[src/rtl/fe_seq_pkg.sv]
package fe_seq_pkg;
  typedef enum logic [2:0] {
    S_IDLE, S_WR, S_OC, S_PC, S_SMP, S_EV, S_GAP, S_DONE
  } seq_state_e;

  typedef enum logic [2:0] {
    PH_OFF, PH_OC, PH_PC, PH_SMP, PH_EV
  } sa_phase_e;

  localparam int NUM_SW = 6;
  localparam int SW_PUP = 0;
  localparam int SW_NDN = 1;
  localparam int SW_FB  = 2;
  localparam int SW_FBB = 3;
  localparam int SW_GND = 4;
  localparam int SW_BL  = 5;

  localparam logic [NUM_SW-1:0] MASK_OC  = (1 << SW_PUP) | (1 << SW_NDN) | (1 << SW_FB);
  localparam logic [NUM_SW-1:0] MASK_PC  = (1 << SW_FBB) | (1 << SW_GND);
  localparam logic [NUM_SW-1:0] MASK_SMP = (1 << SW_FBB) | (1 << SW_BL);
  localparam logic [NUM_SW-1:0] MASK_EV  = (1 << SW_PUP) | (1 << SW_NDN) | (1 << SW_FBB);
endpackage

[src/rtl/fe_phase_timer.sv]
module fe_phase_timer #(
  parameter int W = 5
) (
  input  logic         clk_i,
  input  logic         rst_ni,
  input  logic         load_i,
  input  logic [W-1:0] val_i,
  output logic         zero_o
);
  logic [W-1:0] cnt_q;

  always_ff @(posedge clk_i or negedge rst_ni) begin
    if (!rst_ni)            cnt_q <= '0;
    else if (load_i)        cnt_q <= val_i;
    else if (cnt_q != '0)   cnt_q <= cnt_q - 1'b1;
  end

  assign zero_o = (cnt_q == '0);

  // an expired timer stays expired until reloaded
  a_r11_timer_parks: assert property (@(posedge clk_i) disable iff (!rst_ni)
    (zero_o && !load_i) |=> zero_o);
endmodule

[src/rtl/fe_sa_switch.sv]
module fe_sa_switch
  import fe_seq_pkg::*;
(
  input  logic              clk_i,
  input  logic              rst_ni,
  input  sa_phase_e         phase_i,
  output logic [NUM_SW-1:0] sw_o
);
  for (genvar g = 0; g < NUM_SW; g++) begin : g_sw
    always_comb begin
      unique case (phase_i)
        PH_OC:   sw_o[g] = MASK_OC[g];
        PH_PC:   sw_o[g] = MASK_PC[g];
        PH_SMP:  sw_o[g] = MASK_SMP[g];
        PH_EV:   sw_o[g] = MASK_EV[g];
        default: sw_o[g] = 1'b0;
      endcase
    end
  end

  // feedback and its complement never closed together
  a_r8_fb_exclusive: assert property (@(posedge clk_i) disable iff (!rst_ni)
    !(sw_o[SW_FB] && sw_o[SW_FBB]));
  // latch drivers never fight ground or bit-line paths
  a_r8_drive_vs_path: assert property (@(posedge clk_i) disable iff (!rst_ni)
    !((sw_o[SW_PUP] || sw_o[SW_NDN]) && (sw_o[SW_GND] || sw_o[SW_BL])));
endmodule

[src/rtl/fe_access_seq.sv]
module fe_access_seq
  import fe_seq_pkg::*;
#(
  parameter int ROW_W   = 8,
  parameter int REF_W   = 4,
  parameter int CLK_NS  = 5,
  parameter int OP_NS   = 100,
  parameter int T_WSTEP = 2,
  parameter int T_OC    = 3,
  parameter int T_PC    = 2,
  parameter int T_SMP   = 4,
  parameter int T_EV    = 2
) (
  input  logic              clk_i,
  input  logic              rst_ni,
  input  logic              req_i,
  input  logic              we_i,
  input  logic [ROW_W-1:0]  row_i,
  input  logic [2:0]        level_i,
  input  logic [2:0]        sense_i,
  output logic              busy_o,
  output logic              done_o,
  output logic [2:0]        data_o,
  output logic [ROW_W-1:0]  row_o,
  output logic              wl_o,
  output logic              rl_o,
  output logic              pl_wr_o,
  output logic              sl_wr_o,
  output logic              pl_rd_o,
  output logic [NUM_SW-1:0] sa_sw_o,
  output logic [REF_W-1:0]  ref_sel_o
);
  localparam int OP_CYC = OP_NS / CLK_NS;
  localparam int TMR_W  = $clog2(OP_CYC + 1);

  seq_state_e       state_q, state_d, after_q, after_d;
  logic             is_rd_q;
  logic [2:0]       lvl_q;
  logic [2:0]       data_q;
  logic [ROW_W-1:0] row_q;
  logic             load;
  logic [TMR_W-1:0] load_val;
  logic             tmr_zero;
  sa_phase_e        sa_ph;

  function automatic logic [TMR_W-1:0] wr_len(input logic [2:0] lvl);
    logic [2:0] mag;
    mag = lvl[2] ? (lvl - 3'd3) : (3'd4 - lvl);
    return TMR_W'(T_WSTEP * int'(mag));
  endfunction

  function automatic logic [TMR_W-1:0] ph_len(input seq_state_e s);
    case (s)
      S_OC:    return TMR_W'(T_OC);
      S_PC:    return TMR_W'(T_PC);
      S_SMP:   return TMR_W'(T_SMP);
      S_EV:    return TMR_W'(T_EV);
      default: return TMR_W'(1);
    endcase
  endfunction

  always_comb begin
    state_d  = state_q;
    after_d  = after_q;
    load     = 1'b0;
    load_val = '0;
    unique case (state_q)
      S_IDLE: if (req_i) begin
        load = 1'b1;
        if (we_i) begin
          state_d  = S_WR;
          load_val = wr_len(level_i) - 1'b1;
        end else begin
          state_d  = S_OC;
          load_val = ph_len(S_OC) - 1'b1;
        end
      end
      S_WR:  if (tmr_zero) begin state_d = S_GAP; after_d = S_OC; end
      S_OC:  if (tmr_zero) begin state_d = S_GAP; after_d = S_PC; end
      S_PC:  if (tmr_zero) begin
        if (is_rd_q) begin state_d = S_GAP; after_d = S_SMP; end
        else state_d = S_DONE;
      end
      S_SMP: if (tmr_zero) begin state_d = S_GAP; after_d = S_EV; end
      S_EV:  if (tmr_zero) state_d = S_DONE;
      S_GAP: begin
        state_d  = after_q;
        load     = 1'b1;
        load_val = ph_len(after_q) - 1'b1;
      end
      S_DONE: state_d = S_IDLE;
      default: state_d = S_IDLE;
    endcase
  end

  always_ff @(posedge clk_i or negedge rst_ni) begin
    if (!rst_ni) begin
      state_q <= S_IDLE;
      after_q <= S_IDLE;
      is_rd_q <= 1'b0;
      lvl_q   <= '0;
      row_q   <= '0;
      data_q  <= '0;
    end else begin
      state_q <= state_d;
      after_q <= after_d;
      if (state_q == S_IDLE && req_i) begin
        is_rd_q <= !we_i;
        lvl_q   <= level_i;
        row_q   <= row_i;
      end
      if (state_d == S_DONE && state_q != S_DONE)
        data_q <= is_rd_q ? sense_i : lvl_q;
    end
  end

  fe_phase_timer #(.W(TMR_W)) i_timer (
    .clk_i  (clk_i),
    .rst_ni (rst_ni),
    .load_i (load),
    .val_i  (load_val),
    .zero_o (tmr_zero)
  );

  always_comb begin
    sa_ph = PH_OFF;
    case (state_q)
      S_OC:  if (is_rd_q) sa_ph = PH_OC;
      S_PC:  if (is_rd_q) sa_ph = PH_PC;
      S_SMP: sa_ph = PH_SMP;
      S_EV:  sa_ph = PH_EV;
      default: sa_ph = PH_OFF;
    endcase
  end

  fe_sa_switch i_sa_sw (
    .clk_i   (clk_i),
    .rst_ni  (rst_ni),
    .phase_i (sa_ph),
    .sw_o    (sa_sw_o)
  );

  assign busy_o    = (state_q != S_IDLE);
  assign done_o    = (state_q == S_DONE);
  assign data_o    = data_q;
  assign row_o     = row_q;
  assign wl_o      = (state_q == S_WR) || (state_q == S_SMP);
  assign rl_o      = (state_q == S_WR) || (state_q == S_OC) || (state_q == S_PC);
  assign pl_wr_o   = (state_q == S_WR) && lvl_q[2];
  assign sl_wr_o   = (state_q == S_WR) && !lvl_q[2];
  assign pl_rd_o   = (state_q == S_SMP);
  assign ref_sel_o = (state_q == S_SMP) ? REF_W'({lvl_q, 1'b1}) : '0;

  // op-length watch for R11
  logic [TMR_W-1:0] op_cnt_q;
  always_ff @(posedge clk_i or negedge rst_ni) begin
    if (!rst_ni)                        op_cnt_q <= '0;
    else if (!busy_o)                   op_cnt_q <= '0;
    else if (op_cnt_q != {TMR_W{1'b1}}) op_cnt_q <= op_cnt_q + 1'b1;
  end

  logic [NUM_SW+4:0] act_sig;
  assign act_sig = {wl_o, rl_o, pl_wr_o, sl_wr_o, pl_rd_o, sa_sw_o};

  a_r11_budget: assert property (@(posedge clk_i) disable iff (!rst_ni)
    busy_o |-> (int'(op_cnt_q) < OP_CYC));
  a_r2_drive_with_wl_rl: assert property (@(posedge clk_i) disable iff (!rst_ni)
    (pl_wr_o || sl_wr_o) |-> (wl_o && rl_o && !pl_rd_o));
  a_r4_read_clean: assert property (@(posedge clk_i) disable iff (!rst_ni)
    pl_rd_o |-> (!rl_o && !pl_wr_o && !sl_wr_o));
  a_r8_break_before_make: assert property (@(posedge clk_i) disable iff (!rst_ni)
    (act_sig != '0 && $past(act_sig) != '0) |-> (act_sig == $past(act_sig)));
  a_r9_busy_holds: assert property (@(posedge clk_i) disable iff (!rst_ni)
    (busy_o && !done_o) |=> busy_o);
  a_r10_done_pulse: assert property (@(posedge clk_i) disable iff (!rst_ni)
    done_o |=> !done_o);
  a_r10_data_hold: assert property (@(posedge clk_i) disable iff (!rst_ni)
    !done_o |-> $stable(data_o));
  a_r5_eval_after_sample: assert property (@(posedge clk_i) disable iff (!rst_ni)
    $rose(sa_sw_o[SW_PUP] && sa_sw_o[SW_FBB]) |-> $past(sa_sw_o[SW_BL], 2));
endmodule

[config.mk]
export PLATFORM = sky130hd
export DESIGN_NAME = fe_access_seq
export DESIGN_NICKNAME = d
export VERILOG_FILES = /design/src/rtl/fe_seq_pkg.sv /design/src/rtl/fe_phase_timer.sv /design/src/rtl/fe_sa_switch.sv /design/src/rtl/fe_access_seq.sv
export SDC_FILE = /design/constraint.sdc
export NUM_CORES = 1
export LEC_CHECK = 0
export ABC_AREA = 1
export BUFFER_PORTS_ARGS = -buffer_cell sky130_fd_sc_hd__buf_2
export CAP_MARGIN = 0
export CORE_UTILIZATION = 55
export DETAILED_ROUTE_END_ITERATION = 10
export PLACE_DENSITY = 0.84
export SLEW_MARGIN = 20
export SYNTH_ARGS = -nofsm -noshare
export SYNTH_HDL_FRONTEND = slang
export SYNTH_SLANG_ARGS = --single-unit
export TNS_END_PERCENT = 30
[constraint.sdc]
create_clock -name clk_i -period 3.9 [get_ports clk_i]
set_input_delay 1.17 -clock clk_i [delete_from_list [all_inputs] [get_ports clk_i]]
set_output_delay 1.17 -clock clk_i [all_outputs]
set_load 0.01 [all_outputs]
# After elaboration in Yosys (flattened, before gate mapping)
# Cells that the tools add are included.
# totals
inputBits,18
word_cells,87
out_inout_bits,28
register_bits,26
# classes
mux,33
n_eq_ne,22
reduce_logical,20
n_addsub,5
# ops
operator,n
$mux 3,11
$mux 5,5
$eq 3x3->1 const B,8
$pmux 3 s4,2
$eq 3x2->1 const B,6
$pmux 3 s6,1
$pmux 5 s2,1
$sub 5x1->5 const B,2
$pmux 3 s3,1
$mux 1,8
$ne 2x1->1 const B,4
$eq 3x1->1 const B,2
$reduce_and 6->1,1
$reduce_or 3->1,2
$logic_not 5->1,1
$reduce_bool 5->1,1
$sub 4x1->5 const B,1
$logic_and 1x1->1,4
$mux 2,2
$mux 4,1
$reduce_bool 4->1,1
$reduce_or 2->1,2
$logic_not 3->1,1
$logic_or 1x1->1,3
other kinds (8),9

# Logic depth before layout (Yosys ltp)
# Gate-level depths: netlist of run 1.
# logic_depth
depth_word,7
mapped_depth,11
depth_no_buf,11

# Hierarchy
# A second synthesis of run 1 with hierarchy kept.
# hier_totals
cells_unflattened,238
hier_area_um2,1727.9
# modules_own_cells
mod,area_per_inst_um2,seq_area_each_um2,cells_each,instances
fe_access_seq,1371.3,525.5,186,1
fe_phase_timer,302.8,125.1,39,1
fe_sa_switch,53.8,0.0,13,1

# Worst setup path after synthesis of run 1
# No wires, ideal clock.
# synth_path
path_kind,reg2out
startpoint,register state_q[2]
endpoint,output sa_sw_o[1]
path_buffers,2
required_time_ps,2730
path_stages_with_launch,6
t_arrival_ps,1270
setup_slack_ps,1460
cell_sequence,dfrtp_1 -> buf_4 -> inv_2 -> nand3_1 -> o21ai_0 -> buf_4
# synth_between
elab_chain_cells,5
word_cells_on_any_way,9
cone_classes,eq/ne (6); mux (2); reduce/logical (1)
# synth_lines
element,line_no,source
"start, declared",fe_access_seq.sv:36,"seq_state_e state_q, state_d, after_q, after_d;"
"start signal, assigned",fe_access_seq.sv:105,state_q <= state_d;
$eq 3x3->1 / $eq 3x2->1 (equally long branches),fe_access_seq.sv:127,case (state_q)
$pmux 3 s4 (*),fe_access_seq.sv:127,
$eq 3x1->1 / $eq 3x3->1 (equally long branches),--,
$reduce_or 2->1 (no source line) (*),--,
$mux 1 (*),--,
"end, declared",fe_access_seq.sv:30,"output logic [NUM_SW-1:0] sa_sw_o,"
# Every way passes the cells marked *; elsewhere a longest branch is shown, timed or not.

# Final worst setup path of run 1
# layout_path
startpoint,register state_q[1]
endpoint,output sa_sw_o[3]
# layout_between
elab_chain_cells,5
word_cells_on_any_way,10
cone_classes,eq/ne (7); mux (2); reduce/logical (1)
# layout_lines
element,line_no,source
$eq 3x3->1 / $eq 3x2->1 (equally long branches),fe_access_seq.sv:127,
$pmux 3 s4 (*),fe_access_seq.sv:127,
$eq 3x3->1 / $eq 3x2->1 (equally long branches),fe_sa_switch.sv:11,unique case (phase_i)
$reduce_or 3->1 (no source line) (*),--,
$mux 1 (*),fe_sa_switch.sv:11,
# Marked as above.

==> impl_metrics.ini, run 1 <==
[sta]
rsz0062_at_grt = no
skew_ps = 3.84
setup_ws_ps = 1150
tightestPinTransition_ps = 575
fmax_ghz = 0.363
hold_violations = 0
setup_viol = 0
slew_headroom_pct = 61.7
fin_crit_sh_pct = 70.6
tns_ps = 0
period_needed_ps = 2750
maxSlewViolCount = 0

[global_route]
grt_pass1_wl_mm = 5.77
grt_max_degree = 27
grt_pass1_vias = 1359
antenna_found_initial = 0
grt_overflow_total = 0
grt_usage_pct = 23.4

[synth]
synth_area_um2 = 1620
ys_ff_latch = 26
synth_fp_nets = 249
synth.top_cell.area_share_pct = 40.3
syn_avg_cell_area_um2 = 7.21
yosysTopAreaCell = dfrtp_1
synthCells = 224
synth.area.top_cells = dfrtp_1, nand2_1, inv_1
synth.distinct_cells = 25
synth_seq_area_share_pct = 40.3
yosysWarnings = 0

[cts]
cts_tree = yes
clkLatencyLatePin_ps = 320
cts_resized = 0
htree_levels = 1
cts_root_buf = clkbuf_4
postCtsSetupBuffers = 0
cts_hold_buf = 0
cts_buffers = 3
clkSinkCount = 26
cts.path.max_buffers = 2
clk_pin_slew_ps = 140

[layout]
n_fill_cell = 246
final_layout_size_suffix_gt1_share_pct = 24.0
fin_nets = 293
diodes = 0
area.growth.synth_to_final_pct = 16.8

[power]
internal_power_w = 0.000800
netSwitchingFraction_pct = 47.2
p_seq_share_pct = 33.0
clockPowerShare_pct = 12.2
max-vdd-ir-drop_mv = 0.529
p_leak_nw = 1.13
power.switching_w = 0.000715
total_power_w = 0.00152
pwr-share-comb_pct = 54.8
power.density_nw_per_um2 = 803

[detailed_routing]
routed_wl_mm = 3.39
vias = 1512
dr.first_iter.drc_count = 74
wire_per_inst_um = 11.4
vias_per_cell = 5.07
drc = 0
ant_nets = 0
drt_pass1_iterations = 5

[status]
status = completed

[critical_path]
cp_slowest_cell = dfrtp_1
cpPeakStageDelay_ps = 550
crit_required_ps = 2730
critPathKind = reg -> out
startpoint_type = flip-flop
cp_top_family = flip-flops
path_cells = nand2_1 > nor2_1 > inv_2 > o21ai_0 > buf_2
arrival_ps = 1580
crit_fanout = 8
crit_buf_inv = 2
end_kind = output port

[floorplanning]
core_um2 = 2760
io_pins = 46
die_area_um2 = 3160
rows = 19
die_h_um = 56.2
die_width_um = 56.2
start_util_pct = 58.6

[placement]
port_buffers = 45
dp_hpwl_mm = 2.70
dp_slack_ps = 1490
routabilityCongestion = 0.925

[flow_run]
cap_viol_max_count = 0

[min_path]
hold_class = reg -> reg
==> cells in the mapped netlist <==
library cell and instances:
ha_1 7, nor2_2 2, nand3_1 8, clkbuf_1 1, dfrtp_1 26, a31oi_1 1
o21ai_1 2, nand2_2 1, nand2_1 79, nand3_2 3, a21oi_1 2, inv_1 34
nand4_1 5, o221ai_1 1, or2_2 2, buf_4 4, nor2_1 17, buf_6 1
nand3b_1 1, o21ai_0 16, nand3_4 1, o211ai_1 1, xor2_1 3, nor2_4 2
inv_2 4
==> cell usage in the layout, fill, tap and decap left out, drive strengths merged, types with 2 or more instances in the layout <==
master	n
a21oi	2
buf	45
clkbuf	3
dfrtp	26
ha	7
inv	38
nand2	80
nand3	12
nand4	5
nor2	21
o21ai	18
or2	2
xor2	3
==> stage by stage <==
stage          utilization, %  hold WS [ps]  std cells  cell area (um^2)
3_3_place_gp             66.5           457        294              1830
6_report                 68.4           495        298              1890
3_5_place_dp             66.5           464        294              1830
4_1_cts                  68.4           500        298              1890
2_1_floorplan               -           449        224              1620
5_1_grt                  68.4           523        298              1890
==> area by class of cell <==
cell class	instances	area, um^2	area share [%]
clock inverters	1	30.0	1.59
repair buffers	45	225	11.9
flip-flops and latches	26	651	34.5
well taps	31	38.8	2.06
inverters	38	143	7.56
clock buffers	3	22.5	1.19
multi-input cells	154	777	41.2
==> worst register-to-register path, stage by stage (launching register included) <==
cell     delay, ps
dfrtp_1        510
nor2_4         210
nand3_4        210
inv_1          300
nand2_1        150
nand3_2        140
nand3_2        100
nand2_1         70
nand2_1         50
==> kinds of logic (layout without fill, tap and decap cells) <==
kind of cell,Yosys count,count (layout),share of synthesized area (%)
DFF,26,26,40.3
AOI/OAI and AO/OA,23,23,7.59
and+or+nand+nor,121,121,33.5
buffers and inverters,44,87,11.6
xor gates and xnor gates,3,3,1.63
adders and majority gates,7,7,5.42
==> metal layers <==
metal / routed length [um] / share of wire (%) / vias up / GRT usage (%)
li1: - / - / 779 / -
met1: 1520 / 45 / 677 / 30.0
met2: 1650 / 49 / 46 / 40.5
met3: 139 / 4.1 / 10 / 2.56
met4: 77 / 2.3 / 0 / 9.06
met5: 0 / 0 / - / 0
==> sequential cells by signal (all words and copies together), names as in the netlist <==
signal         flops
data_o             3
after_q            3
is_rd_q            1
i_timer.cnt_q      5
row_o              8
lvl_q              3
state_q            3
==> worst paths after layout <==
check | to | from | slack [ps] | cells past startpoint
worst max register to register | data_o[2]$_DFFE_PN0P_ | state_q[1]$_DFF_PN0_ | 2070 | 8
worst max-delay path | sa_sw_o[3] | state_q[1]$_DFF_PN0_ | 1150 | 5
worst min register to register | row_o[3]$_DFFE_PN0P_ | row_o[3]$_DFFE_PN0P_ | 500 | 2
worst min-delay path | row_o[3]$_DFFE_PN0P_ | row_o[3]$_DFFE_PN0P_ | 500 | 2
min in group asynchronous | i_timer.cnt_q[0]$_DFFE_PN0P_ | rst_ni | 820 | 1
max in group asynchronous | state_q[2]$_DFF_PN0_ | rst_ni | 2700 | 1
==> power by group through the flow <==
stage	registers, W	clock network [W]	logic, W
after floorplan	0.000499	0	0.000612
after global placement	0.000502	0	0.000810
after detailed placement	0.000507	0	0.000830
after CTS	0.000501	0.000190	0.000836
after global routing	0.000519	0.000197	0.000951
final	0.000500	0.000185	0.000831
(Power assumes the default switching activity.)
==> run 2, diff against run 1 <==
CORE_UTILIZATION = 47   (was 55)
PLACE_DENSITY = 0.76   (was 0.84)
clock period = 2.5 ns   (was 3.9 ns; I/O delays follow)
==> run 2 against run 1 <==
Worst setup slack lost 940 ps. Register-to-register slack lost 1300 ps. Critical endpoint unchanged. Largest power group unchanged. Sequential share of layout area shrank 0.43 points. Clock power is 58% higher. Wire length fell by 3.5%. Count of clock-buffer cells in the layout stayed put. Critical path type unchanged.
==> impl_metrics.ini, run 2 (same netlist as run 1, synthesis figures left out) <==
[status]
status = completed

[global_route]
gr-usage-met3_pct = 1.92
grt_max_degree = 27
antenna_found_initial = 0
grt_util_met2_pct = 32.8
grt.busiest_layer = met2
use_met1_pct = 26.3
grt_overflow_total = 0
grt_pass1_vias = 1271
grt_usage_pct = 19.5
grt_pass1_wl_mm = 5.34

[detailed_routing]
drt_pass1_iterations = 4
vias_per_cell = 4.74
drc = 0
dr.first_iter.drc_count = 76
wire_per_inst_um = 10.5
vias = 1479
ant_nets = 0
routed_wl_mm = 3.27

[power]
power.switching_w = 0.00111
p_seq_share_pct = 32.9
pwr-share-comb_pct = 54.8
netSwitchingFraction_pct = 46.9
power.density_nw_per_um2 = 1240
max-vdd-ir-drop_mv = 0.620
p_leak_nw = 1.13
internal_power_w = 0.00126
clockPowerShare_pct = 12.3

[layout]
multi_input_area_um2 = 777
register_area_um2 = 651
fin_nets = 294
fin_area_um2 = 1910
diodes = 0
largest_reg_flops = 8
final_layout_size_suffix_gt1_share_pct = 24.3
final_common_cell = nand2_1
final_cell_mix = nand2_1, buf_2, inv_1
area.growth.synth_to_final_pct = 18.3
n_fill_cell = 322

[min_path]
hold_class = in -> async

[cts]
postCtsSetupBuffers = 0
clkSinkCount = 26
cts_resized = 0
clkLatencyLatePin_ps = 320
cts_root_buf = clkbuf_4
clk_pin_slew_ps = 150
htree_levels = 1
cts_buffers = 3
cts_hold_buf = 0
cts.path.max_buffers = 2
cts_tree = yes

[placement]
dpl_cell_area_um2 = 1860
dp_hpwl_mm = 2.55
routabilityCongestion = 0.867
port_buffers = 45

[sta]
tns_ps = 0
period_needed_ps = 2290
rsz0062_at_grt = no
slew_headroom_pct = 61.4
skew_ps = 1.93
maxSlewViolCount = 0
hold_violations = 0
fmax_ghz = 0.436
setup_viol = 0
tightestPinTransition_ps = 578
fin_crit_sh_pct = 91.7

[floorplanning]
start_util_pct = 51.2
die_width_um = 60.6
die_area_um2 = 3680
rows = 20
die_h_um = 60.6
core_um2 = 3150
io_pins = 46

[critical_path]
crit_fanout = 8
end_kind = output port
crit_required_ps = 1750
crit_end = sa_sw_o[3]
reg2reg_to = i_timer.cnt_q[2]$_DFFE_PN0P_
timing.critical_path.from = state_q[1]$_DFF_PN0_
reg2reg_depth = 7
cp_top_family = flip-flops
path_depth = 5
path_cells = nand2_1 > nor2_1 > inv_2 > o21ai_0 > buf_2
cpPeakStageDelay_ps = 540
arrival_ps = 1540
crit_buf_inv = 2
startpoint_type = flip-flop
r2r-start = after_q[2]$_DFFE_PN0P_
ff2ff_setup_slack_ps = 720
critPathKind = reg -> out
cp_slowest_cell = dfrtp_1

[flow_run]
cap_viol_max_count = 0
-- run 2: per-stage QoR --
| step | power (W) | instances | util, % | setup slack, ps | hold slack, ps |
|---|---|---|---|---|---|
| 2_1_floorplan | 0.00173 | 224 | - | 480 | 449 |
| 3_3_place_gp | 0.00206 | 308 | 58.9 | 558 | 454 |
| 3_5_place_dp | 0.00209 | 308 | 58.9 | 543 | 456 |
| 4_1_cts | 0.00239 | 312 | 60.6 | 202 | 414 |
| 5_1_grt | 0.00261 | 312 | 60.6 | 17.0 | 435 |
| 6_report | 0.00237 | 312 | 60.6 | 208 | 398 |
-- run 2: worst min path at each step --
stage	cells past startpoint	from	end	slack (ps)
after detailed placement	2	data_o[1]$_DFFE_PN0P_	data_o[1]$_DFFE_PN0P_	460
after global routing	1	rst_ni	i_timer.cnt_q[0]$_DFFE_PN0P_	430
after global placement	2	data_o[0]$_DFFE_PN0P_	data_o[0]$_DFFE_PN0P_	450
after floorplan	0	rst_ni	after_q[0]$_DFFE_PN0P_	450
after CTS	1	rst_ni	row_o[5]$_DFFE_PN0P_	410
final	1	rst_ni	i_timer.cnt_q[0]$_DFFE_PN0P_	400
-- run 2: per-layer routing --
| metal | vias to the layer above | part of all wire (%) |
|---|---|---|
| met5 | - | 0 |
| met4 | 0 | 0.52 |
| met3 | 2 | 4.3 |
| li1 | 778 | - |
| met1 | 652 | 49 |
| met2 | 47 | 46 |
-- run 2: area by class of cell --
type | instances | share of cell area [%]
multi-input combinational | 154 | 40.7
timing repair buffer | 46 | 12.2
clock inverter | 1 | 1.57
inverter | 38 | 7.47
tap | 44 | 2.88
clock buffer | 3 | 1.18
sequential | 26 | 34.1
-- run 2: worst register-to-register path, stage by stage, from the launching register on --
cell and delay, ps:
dfrtp_1 460, inv_1 70, nand2_1 50, o21ai_0 250, ha_1 210, ha_1 210, or2_2 300, a31oi_1 160
-- run 2: power by group through the flow --
stage / logic, W / registers [W] / clock network (W)
floorplan: 0.000954 / 0.000778 / 0
global placement: 0.00128 / 0.000787 / 0
detailed placement: 0.00130 / 0.000787 / 0
CTS: 0.00131 / 0.000780 / 0.000300
global route: 0.00149 / 0.000809 / 0.000310
finish: 0.00130 / 0.000779 / 0.000292
==> run 3, diff against run 2 <==
ABC_AREA = not set   (was 1)
CORE_UTILIZATION = 46   (was 47)
PLACE_DENSITY = 0.75   (was 0.76)
==> run 3 against run 2 <==
Wire length rose by 3.9%. Maximum frequency fell by 5.0%. Hold slack gained 6.2 ps. Non-clock buffer count is 3 higher. Combinational power increased by 7%. Die area rose by 0.94%. Global-route usage up 1.7 points. Via count fell by 7.7%.
==> impl_metrics.ini, run 3 <==
[detailed_routing]
drt_pass1_iterations = 4
vias_per_cell = 5.33
dr.first_iter.drc_count = 85
wire_per_inst_um = 13.3
vias = 1365
ant_nets = 0
routed_wl_mm = 3.40
drc = 0

[power]
power.density_nw_per_um2 = 1290
p_seq_share_pct = 34.2
netSwitchingFraction_pct = 44.0
max-vdd-ir-drop_mv = 0.678
clockPowerShare_pct = 8.9
power.switching_w = 0.00107
p_leak_nw = 0.926
internal_power_w = 0.00137
pwr-share-comb_pct = 56.9

[status]
status = completed

[floorplanning]
rows = 21
die_h_um = 60.9
io_pins = 46
start_util_pct = 47.8
die_area_um2 = 3710
core_um2 = 3340
die_width_um = 60.9

[sta]
period_needed_ps = 2410
hold_violations = 0
maxSlewViolCount = 0
slew_headroom_pct = 60.6
setup_viol = 0
hold_ws_ps = 404
skew_ps = 4.11
fmax_ghz = 0.415
tns_ps = 0
rsz0062_at_grt = no
fin_crit_sh_pct = 96.5
tightestPinTransition_ps = 590

[global_route]
grt_max_degree = 27
antenna_found_initial = 0
grt_overflow_total = 0
grt_pass1_vias = 1359
grt_usage_pct = 21.2
grt_pass1_wl_mm = 5.84

[cts]
cts.path.max_buffers = 2
cts_root_buf = clkbuf_4
htree_levels = 1
clkLatencyLatePin_ps = 320
cts_tree = yes
clk_pin_slew_ps = 150
cts_buffers = 3
clkSinkCount = 26
postCtsSetupBuffers = 0
cts_hold_buf = 0

[synth]
ys_ff_latch = 26
yosysTopAreaCell = dfrtp_1
synth.top_cell.area_share_pct = 40.8
syn_avg_cell_area_um2 = 9.56
synth_seq_area_share_pct = 40.8
synth_edf_count = 0
synth_common_cells = dfrtp_1, nor2_1, mux2_2, nand2_1, inv_1
synth.area.top_cells = dfrtp_1, mux2_2, ha_1
async_flop_share_pct = 100
synth.distinct_cells = 37
yosysWarnings = 0
yosysMostFrequentCell = dfrtp_1
synth_area_um2 = 1600
synthCells = 167
synth-main-ff-cell = dfrtp_1
synth_fp_nets = 192

[layout]
diodes = 0
fin_nets = 236
final_layout_size_suffix_gt1_share_pct = 35.2
area.growth.synth_to_final_pct = 19.1
final_common_cell = buf_2
largest_reg_flops = 8
instances_no_fill = 256
final_cell_mix = buf_2, dfrtp_1, nor2_1

[critical_path]
critPathKind = reg -> out
end_kind = output port
crit_fanout = 15
arrival_ps = 1660
startpoint_type = flip-flop
crit_required_ps = 1750

[flow_run]
cap_viol_max_count = 0

[placement]
dp.cells = 252
routabilityCongestion = 0.866
port_buffers = 45
dp_hpwl_mm = 2.60

[min_path]
hold_class = in -> async
[run 3: cell count changes after synthesis, sizes merged, moves of 5 or more]
cell and change:
nor2 -5, inv -27, o21ai -14, nor3 +8, mux2 +17, a21oi +6
nand3 -8, nand2b +5, nand2 -66
[run 3: stage by stage]
step | power [W] | setup slack, ps | util, % | cell area, um^2
6_report | 0.00244 | 87.8 | 57.0 | 1900
5_1_grt | 0.00267 | 13.1 | 57.0 | 1900
4_1_cts | 0.00246 | 66.9 | 56.8 | 1900
3_5_place_dp | 0.00224 | 394 | 55.8 | 1860
3_3_place_gp | 0.00222 | 438 | 55.8 | 1860
2_1_floorplan | 0.00182 | 150 | - | 1600
[run 3: timing repair]
| item | in CTS | in global routing |
|---|---|---|
| setup endpoints to repair | 0 | 9 |
| hold endpoints to repair | 0 | 0 |
| gates resized for setup | 0 | 2 |
[run 3: path summary, 6_finish.rpt]
kind | startpoint | end | slack, ps | cells after the start
worst min register to register | data_o[2]$_DFFE_PN0P_ | data_o[2]$_DFFE_PN0P_ | 490 | 1
worst max register to register | state_q[1]$_DFF_PN0_ | data_o[0]$_DFFE_PN0P_ | 350 | 5
worst max-delay path | state_q[1]$_DFF_PN0_ | sa_sw_o[0] | 90 | 3
max in group asynchronous | rst_ni | state_q[0]$_DFF_PN0_ | 1680 | 1
worst min-delay path | rst_ni | after_q[1]$_DFFE_PN0P_ | 400 | 1
min in group clk_i | data_o[2]$_DFFE_PN0P_ | data_o[2]$_DFFE_PN0P_ | 490 | 1
[run 3: kinds of logic after synthesis]
family          count (synthesis)  share of synthesized area (%)
xor+xnor                        5                           2.74
fa+ha+maj                       7                           5.49
compound gates                 31                           12.9
flops                          26                           40.8
mux                            18                           12.6
simple gates                   59                           19.9
buf+inv                        21                           5.64
[run 3: final cells by class]
type | count | area (um^2)
inverters | 11 | 45.0
multi-input cells | 120 | 856
well taps | 46 | 57.6
fillers | 315 | 1440
repair buffers | 49 | 255
flip-flops and latches | 26 | 652
clock buffers | 4 | 36.3
[run 3: power by group through the flow]
stage          Clock, W  Sequential (W)  Combinational [W]
2_1_floorplan         0        0.000801            0.00102
4_1_cts        0.000224        0.000831            0.00140
6_report       0.000218        0.000837            0.00139
3_5_place_dp          0        0.000839            0.00140
3_3_place_gp          0        0.000837            0.00138
5_1_grt        0.000236        0.000870            0.00156
[run 3: routing by layer]
metal  part of all wire, %  up-vias  GRT usage (%)
met5                     0        -              0
met4                  0.79        0           7.79
met3                   6.1        4           3.41
met2                    47       49           35.0
met1                    46      637           28.0
li1                      -      675              -
[run 3: critical path, stage by stage (launching register included)]
cell and delay, ps:
dfrtp_1 680, inv_2 160, o31ai_1 310, buf_2 190
